## src/rtl/supply_guard_pkg.sv

```systemverilog
package supply_guard_pkg;

  typedef enum logic [2:0] {
    ST_NORMAL  = 3'd0,
    ST_DRAIN   = 3'd1,
    ST_PROTECT = 3'd2,
    ST_BATTERY = 3'd3,
    ST_RECOVER = 3'd4
  } guardState_t;

  // Strobes from the control FSM to the datapath
  typedef struct packed {
    logic allowAccess;  // array may be selected
    logic battOn;       // battery drives the array
    logic cntClear;     // hold the window counter at zero
    logic cntStep;      // advance the window counter
  } guardStrobe_t;

endpackage

```

## src/rtl/supply_guard_path.sv

```systemverilog
module supply_guard_path
  import supply_guard_pkg::*;
#(
  parameter int PROTECT_WAIT = 8,
  parameter int RESUME_WAIT  = 12
) (
  input  logic         clk,
  input  logic         rstN,
  input  guardStrobe_t strobe,
  input  logic         chipEn,
  input  logic         writeEn,
  input  logic         outEn,
  output logic         accessLive,
  output logic         wptDone,
  output logic         cerDone,
  output logic         selGate,
  output logic         outGate,
  output logic         battSel
);

  localparam int CNT_MAX = (PROTECT_WAIT > RESUME_WAIT) ? PROTECT_WAIT : RESUME_WAIT;
  localparam int CNT_W   = $clog2(CNT_MAX + 1);
  localparam logic [CNT_W-1:0] WPT_LAST = CNT_W'(PROTECT_WAIT - 1);
  localparam logic [CNT_W-1:0] CER_LAST = CNT_W'(RESUME_WAIT - 1);

  logic [CNT_W-1:0] windowCnt;

  always_ff @(posedge clk) begin
    if (!rstN || strobe.cntClear) begin
      windowCnt <= '0;
    end else if (strobe.cntStep && windowCnt != CNT_W'(CNT_MAX)) begin
      windowCnt <= windowCnt + 1'b1;
    end
  end

  always_comb begin
    accessLive = chipEn & (writeEn | outEn);
    wptDone    = (windowCnt == WPT_LAST);
    cerDone    = (windowCnt == CER_LAST);
    selGate    = strobe.allowAccess & chipEn;
    outGate    = selGate & outEn & ~writeEn;
    battSel    = strobe.battOn;
  end

  // Battery operation never coincides with an open select gate
  assert_batt_blocks_R6: assert property (@(posedge clk) disable iff (!rstN)
    strobe.battOn |-> !selGate);

  initial begin
    assert_params_R5: assert (PROTECT_WAIT >= 1 && RESUME_WAIT >= 1);
  end

endmodule

```

## src/rtl/supply_guard_ctrl.sv

```systemverilog
module supply_guard_ctrl
  import supply_guard_pkg::*;
(
  input  logic         clk,
  input  logic         rstN,
  input  logic         supplyOk,
  input  logic         supplyAboveSwitch,
  input  logic         accessLive,
  input  logic         wptDone,
  input  logic         cerDone,
  output guardStrobe_t strobe
);

  guardState_t state, stateNext;
  logic        armed;

  always_ff @(posedge clk) begin
    if (!rstN) begin
      state <= ST_PROTECT;
      armed <= 1'b0;
    end else begin
      state <= stateNext;
      armed <= armed | supplyOk;
    end
  end

  always_comb begin
    stateNext = state;
    unique case (state)
      ST_NORMAL: begin
        if (!supplyOk) stateNext = accessLive ? ST_DRAIN : ST_PROTECT;
      end
      ST_DRAIN: begin
        if (!accessLive || wptDone) stateNext = ST_PROTECT;
      end
      ST_PROTECT: begin
        if (armed && !supplyAboveSwitch) stateNext = ST_BATTERY;
        else if (supplyOk)               stateNext = ST_RECOVER;
      end
      ST_BATTERY: begin
        if (supplyAboveSwitch) stateNext = ST_PROTECT;
      end
      ST_RECOVER: begin
        if (!supplyOk)    stateNext = ST_PROTECT;
        else if (cerDone) stateNext = ST_NORMAL;
      end
      default: stateNext = ST_PROTECT;
    endcase
  end

  always_comb begin
    strobe.allowAccess = (state == ST_NORMAL) || (state == ST_DRAIN);
    strobe.battOn      = (state == ST_BATTERY);
    strobe.cntStep     = (state == ST_DRAIN) || (state == ST_RECOVER);
    strobe.cntClear    = !strobe.cntStep;
  end

  assert_drop_leaves_normal_R3: assert property (@(posedge clk) disable iff (!rstN)
    (state == ST_NORMAL && !supplyOk) |=> (state != ST_NORMAL));

  assert_drain_timeout_R5: assert property (@(posedge clk) disable iff (!rstN)
    (state == ST_DRAIN && wptDone) |=> (state == ST_PROTECT));

  assert_batt_armed_R7: assert property (@(posedge clk) disable iff (!rstN)
    strobe.battOn |-> armed);

  assert_resume_after_wait_R8: assert property (@(posedge clk) disable iff (!rstN)
    (state == ST_RECOVER && supplyOk && cerDone) |=> (state == ST_NORMAL));

  assert_recover_abort_R9: assert property (@(posedge clk) disable iff (!rstN)
    (state == ST_RECOVER && !supplyOk) |=> (state == ST_PROTECT));

endmodule

```

## src/rtl/supply_guard.sv

```systemverilog
module supply_guard
  import supply_guard_pkg::*;
#(
  parameter int PROTECT_WAIT = 8,
  parameter int RESUME_WAIT  = 12
) (
  input  logic clk,
  input  logic rstN,
  input  logic supplyOk,
  input  logic supplyAboveSwitch,
  input  logic chipEn,
  input  logic writeEn,
  input  logic outEn,
  output logic selGate,
  output logic outGate,
  output logic battSel
);

  guardStrobe_t strobe;
  logic accessLive, wptDone, cerDone;

  supply_guard_ctrl u_ctrl (
    .clk(clk), .rstN(rstN), .supplyOk(supplyOk),
    .supplyAboveSwitch(supplyAboveSwitch), .accessLive(accessLive),
    .wptDone(wptDone), .cerDone(cerDone), .strobe(strobe)
  );

  supply_guard_path #(.PROTECT_WAIT(PROTECT_WAIT), .RESUME_WAIT(RESUME_WAIT)) u_path (
    .clk(clk), .rstN(rstN), .strobe(strobe), .chipEn(chipEn),
    .writeEn(writeEn), .outEn(outEn), .accessLive(accessLive),
    .wptDone(wptDone), .cerDone(cerDone), .selGate(selGate),
    .outGate(outGate), .battSel(battSel)
  );

endmodule

```

## config.mk

```make
export PLATFORM = sky130hd
export DESIGN_NAME = supply_guard
export DESIGN_NICKNAME = d
export VERILOG_FILES = /design/src/rtl/supply_guard_pkg.sv /design/src/rtl/supply_guard_path.sv /design/src/rtl/supply_guard_ctrl.sv /design/src/rtl/supply_guard.sv
export SDC_FILE = /design/constraint.sdc
export NUM_CORES = 1
export LEC_CHECK = 0
export ABC_AREA = 1
export BUFFER_PORTS_ARGS = -buffer_cell sky130_fd_sc_hd__buf_2
export CAP_MARGIN = 20
export CELL_PAD_IN_SITES_DETAIL_PLACEMENT = 1
export CELL_PAD_IN_SITES_GLOBAL_PLACEMENT = 1
export CORE_MARGIN = 3
export CORE_UTILIZATION = 38
export CTS_CLUSTER_SIZE = 28
export DETAILED_ROUTE_END_ITERATION = 16
export PLACE_DENSITY = 0.87
export SYNTH_ARGS = -nofsm -noshare
export SYNTH_HDL_FRONTEND = slang
export SYNTH_SLANG_ARGS = --single-unit
```

## constraint.sdc

```tcl
create_clock -name clk -period 1.8 [get_ports clk]
set_clock_uncertainty 0.05 [all_clocks]
set_input_delay 0.18 -clock clk [delete_from_list [all_inputs] [get_ports clk]]
set_output_delay 0.18 -clock clk [all_outputs]
set_load 0.005 [all_outputs]
```

==> results of run 1 <==
## kinds of logic after synthesis
family                   after synthesis
AND/OR/NAND/NOR                       54
buffers and inverters                 18
AO/OA/AOI/OAI                         10
flip-flops                             8
adder cells (fa/ha/maj)                2
XOR/XNOR                               1
## layout make-up
cell class / count / area [um2]
Fill cell: 214 / 841
Multi-Input combinational cell: 67 / 385
Sequential cell: 8 / 160
Inverter: 16 / 67.6
Timing Repair Buffer: 9 / 45.0
Clock buffer: 3 / 22.5
Tap cell: 16 / 20.0
## power breakdown
part	total (uW)	internal (uW)	switching (uW)	leakage [uW]
clock	148	77.0	71.2	0.0000138
combinational	425	162	263	0.000249
sequential	297	213	83.6	0.0000656
## cell usage in the layout, fill, tap and decap left out
cell type and instances:
a211oi_1 1, nor3_2 1, inv_2 1, clkbuf_4 3
nand2_2 5, nand2_4 1, o21ai_4 1, nand2_1 13
a21oi_2 1, ha_1 2, buf_2 9, nor2_4 1
nor2_1 15, xor2_1 1, a21oi_1 3, o21ai_0 2
o21a_1 1, nand3_2 3, nor2_2 4, inv_4 1
nand4_1 2, nand3_1 8, dfxtp_1 8, clkinv_4 1
nor3_1 1, o21ai_1 1, inv_1 13
## layer usage
layer / vias to the layer above / GRT usage / share of wire
met4: 0 / 0.0994 / 0.027
met5: - / 0 / 0
met3: 5 / 0.0230 / 0.028
li1: 314 / - / -
met1: 284 / 0.199 / 0.46
met2: 10 / 0.274 / 0.49
## path summary, 6_finish.rpt
kind	to	slack, ns	depth (start not counted)
max	outGate	0.24	4
min	u_ctrl.armed	0.11	2
max reg2reg	u_ctrl.state[2]	0.36	9
min reg2reg	u_ctrl.armed	0.40	1
## flip-flops by register name, summed over array words and instances, names as in the netlist
signal            flops
u_path.windowCnt      4
u_ctrl.armed          1
u_ctrl.state          3
## worst max-delay path: stages, from the launching register on
cell and delay [ns]:
dfxtp_1 0.44, nor3_1 0.33, nand2_1 0.09, nor2_1 0.09, buf_2 0.12
## through the flow
step	hold slack, ns	instance area [um2]	setup slack (ns)	instances
finish	0.112	701	0.240	119
global route	0.132	701	0.140	119
CTS	0.112	701	0.249	119
detailed placement	0.384	678	0.353	116
global placement	0.382	678	0.383	116
floorplan	0.215	636	0.570	93
==> metrics.txt, run 1 <==
I/O pin total=10; Syn Nets=102; count leader, synth=nor2_1; drt wl/cell=about 12 um; DR DRC count=0; Ys Warns=0; FF+latch count, synth=8; Post-synth EDFFs=0; WP data required=1.57 ns; critical path launch point=u_ctrl.state[2]; final setup violation count=0; setup_tns=0 ns; Die Y=between 40 and 50 um; first-pass GRT wire length=2530 um; vias in the first global route=about 620; Die Wd=46.9 um; area delta synth->final=10.2%; worst vdd rail ir drop=0.676 mV; hold_sp=supplyOk; GPL Wtd Cong=0.741; final max-slew violation count=0; leading area contributor after synthesis=dfxtp_1; clk sinks=8; initial antenna violation count=0; fin crit share=0.867; Arr. time, crit path=1.33 ns; htree depth=1; final core utilization=0.455; Num CTS Buffers=3; worst r2r src=u_path.windowCnt[1]; outcome=finished clean; Tightest Hold Check Type=in -> reg; Syn Inst Count=a little over 90; Setup CP Type=reg -> out; crit-path max FO=9; starting density of the core=0.412; P_leak=0.000329 uW; clock tree buffer depth=2; GR Overflow Total=0; IO buf count=9; total power draw=870 uW; largest family of logic cells by synthesized area=simple AND/OR/NAND/NOR gates; Post-Synth XOR/XNOR Area=0.0138; Area contributors post-synth=dfxtp_1 (25%), nor2_1 (8.9%), inv_1 (7.7%); nets=between 100 and 150; drt first pass iters=4; sequential area share after synthesis=0.252; RSZ-0062 raised after global routing=no; synthesized area=636 um2; Worst slew margin=0.705; antenna cells=0; hold_buf cts=0; Vias per Instance=5.15; Netlist cell types=26; crit path time final=1.56 ns; top cell type's share of synthesized area=0.252; final wirelength=1480 um; Post-DP HPWL=1230 um; Synth async-reset ratio=0; crit start category=flop; Post-CTS Resized=0; total track usage=0.165; Compound-Gate Fraction of Synth Area=0.110; CTS tree=built; root buffer selected by CTS=clkbuf_4; die area=0.00220 mm2; post-synthesis adder-cell area fraction=0.0394; Fmax=641 MHz; Worst Setup End Kind=output port; largest net degree at the start of global routing=10; power per cell area=1240 mW/mm2; CTS clk-pin slew, worst paths=0.06 ns; syn avg cell area=6.83 um2; Antenna Violating Nets Remaining=0; maxcap violations=0; Placement Rows=14; buffers inserted by post-CTS timing repair=0; 1st-iter DRT viols=4; Tightest Pin Transition=0.442 ns; vias post-DR=about 600; Post-synth top cells=nor2_1 (15), inv_1 (13), nand2_1 (13); mux contribution to synthesized area=0; share of cells above drive strength 1=0.311; core footprint=0.00154 mm2; Most used DFF post-synth=dfxtp_1; worst skew pair latency=roughly 0.26 ns; Simple-Gate Fraction of Synth Area=0.443; Hold Fails Final Rpt=0
Note: power is estimated with default switching activity, not from simulation.
==> inputs of run 2 (changes only) <==
CORE_UTILIZATION = 40   (was 38)
CTS_CLUSTER_SIZE = unset   (was 28)
PLACE_DENSITY = 0.9   (was 0.87)
==> metrics.txt, run 2 (same netlist as run 1, synthesis figures left out) <==
Die Y=45.9 um (-2.2%); GR Overflow Total=0 (unchanged); I/O pin total=10 (unchanged); Comb power frac=0.487 (about the same); vias post-DR=603 (-1.6%); Arr. time, crit path=1.26 ns (-0.07 ns); first-pass GRT wire length=2660 um (+5.5%); final wirelength=1520 um (+2.3%); Final Instance Area=699 um2 (-0.18%); Fmax=671 MHz (+4.7%); power per cell area=1260 mW/mm2 (+1.6%); maxcap violations=0 (unchanged); largest reg by FF count=u_path.windowCnt; total track usage=0.174 (+0.00977); DR DRC count=0 (unchanged); Clk pwr share=0.172 (+0.002); Vias per Instance=5.11 (-0.80%); total power draw=882 uW (+1.4%); clk sinks=8 (unchanged); Post-DP HPWL=1250 um (+1.6%); RSZ-0062 raised after global routing=no; worst vdd rail ir drop=0.653 mV (-3.5%); core footprint=0.00140 mm2 (-9.3%); GPL Wtd Cong=0.762 (+2.8%); P_leak=0.000329 uW (unchanged); share of cells above drive strength 1=0.311 (unchanged); commonest non-fill, non-tap cell in the layout=nor2_1; root buffer selected by CTS=clkbuf_4; worst skew pair latency=0.27 ns (about the same); drt first pass iters=4 (unchanged); initial antenna violation count=0 (unchanged); fin crit share=0.828 (-0.0386); Placed Area=677 um2 (-0.18%); crit start category=flop; top flop regs=u_path.windowCnt x4, u_ctrl.state x3, u_ctrl.armed x1; Final Non-Filler Cells=118 (-0.84%); sequential share of power=0.340 (about the same); Tightest Pin Transition=0.449 ns (+0.00702 ns); IO buf count=9 (unchanged); Int Power=453 uW (+0.14%); sw frac=0.486 (+0.00632); Worst Setup Slack, final=0.309 ns (+0.0696 ns); htree depth=1 (unchanged); CTS tree=built; Setup CP Type=reg -> out; Die Wd=45.9 um (-2.2%); Antenna Violating Nets Remaining=0 (unchanged); fill cell count=204 (-4.7%); WHS Path Cells=2 (unchanged); die area=0.00210 mm2 (-4.4%); WP data required=1.57 ns (about the same); CTS clk-pin slew, worst paths=0.06 ns (about the same); setup_tns=0 ns (unchanged); clock tree buffer depth=2 (unchanged); NetSw=429 uW (+2.7%); max reg flops=4 (unchanged); 1st-iter DRT viols=4 (unchanged); antenna cells=0 (unchanged); outcome=finished clean; hold_buf cts=0 (unchanged); Num CTS Buffers=3 (unchanged); area delta synth->final=10.0%; Tightest Hold Check Type=in -> reg; Worst slew margin=0.700 (-0.00469); crit path time final=1.49 ns (-0.0696 ns); nets=114 (unchanged); DP Worst Slack=0.383 ns (+0.0294 ns); final setup violation count=0 (unchanged); cell count after placement=115 (-0.86%); starting density of the core=0.454 (+0.0420); commonest non-fill, non-tap cells in the layout=nor2_1 (15), inv_1 (13), nand2_1 (13); buffers inserted by post-CTS timing repair=0 (unchanged); Hold Fails Final Rpt=0 (unchanged); cell depth of the worst flop-to-flop path=6 (-3); final max-slew violation count=0 (unchanged); Placement Rows=13 (-1); crit-path max FO=9 (unchanged); Post-CTS Resized=0 (unchanged); drt wl/cell=12.9 um (+3.2%); Worst Setup End Kind=output port; vias in the first global route=588 (-5.0%); largest net degree at the start of global routing=10 (unchanged)
run 2: worst paths after layout:
path	from	endpoint	slack [ns]
max	u_ctrl.state[2]	outGate	0.31
min reg2reg	u_ctrl.armed	u_ctrl.armed	0.40
min	supplyOk	u_ctrl.armed	0.11
max reg2reg	u_ctrl.state[2]	u_ctrl.state[2]	0.37
run 2: metal layers:
layer	part of all wire	wire, um	vias to the layer above	GRT usage
met5	0	0	-	0
met4	0.0099	15	0	0.0511
met3	0.031	47	3	0.0356
met2	0.45	681	8	0.258
met1	0.51	774	278	0.250
li1	-	-	314	-
run 2: metrics by stage:
stage | utilization | hold slack (ns)
final | 0.500 | 0.109
after global routing | 0.500 | 0.128
after CTS | 0.500 | 0.117
after detailed placement | 0.484 | 0.389
after global placement | 0.484 | 0.383
after floorplan | - | 0.215
run 2: critical path, stage by stage, from the launching register on:
cell     delay [ns]
dfxtp_1        0.45
nor3_1         0.27
nand2_1        0.07
nor2_1         0.08
buf_2          0.12
run 2: area by class of cell:
type | instances | area [um2] | area share
Clock buffer | 3 | 22.5 | 0.0322
Multi-Input combinational cell | 67 | 385 | 0.551
Timing Repair Buffer | 9 | 45.0 | 0.0644
Tap cell | 15 | 18.8 | 0.0268
Inverter | 16 | 67.6 | 0.0966
Sequential cell | 8 | 160 | 0.229
run 2: power groups by stage:
stage | combinational (uW) | clock [uW] | sequential (uW)
after floorplan | 420 | 0 | 244
after global placement | 412 | 0 | 300
after detailed placement | 433 | 0 | 302
after CTS | 435 | 151 | 296
after global routing | 493 | 157 | 307
final | 430 | 152 | 300
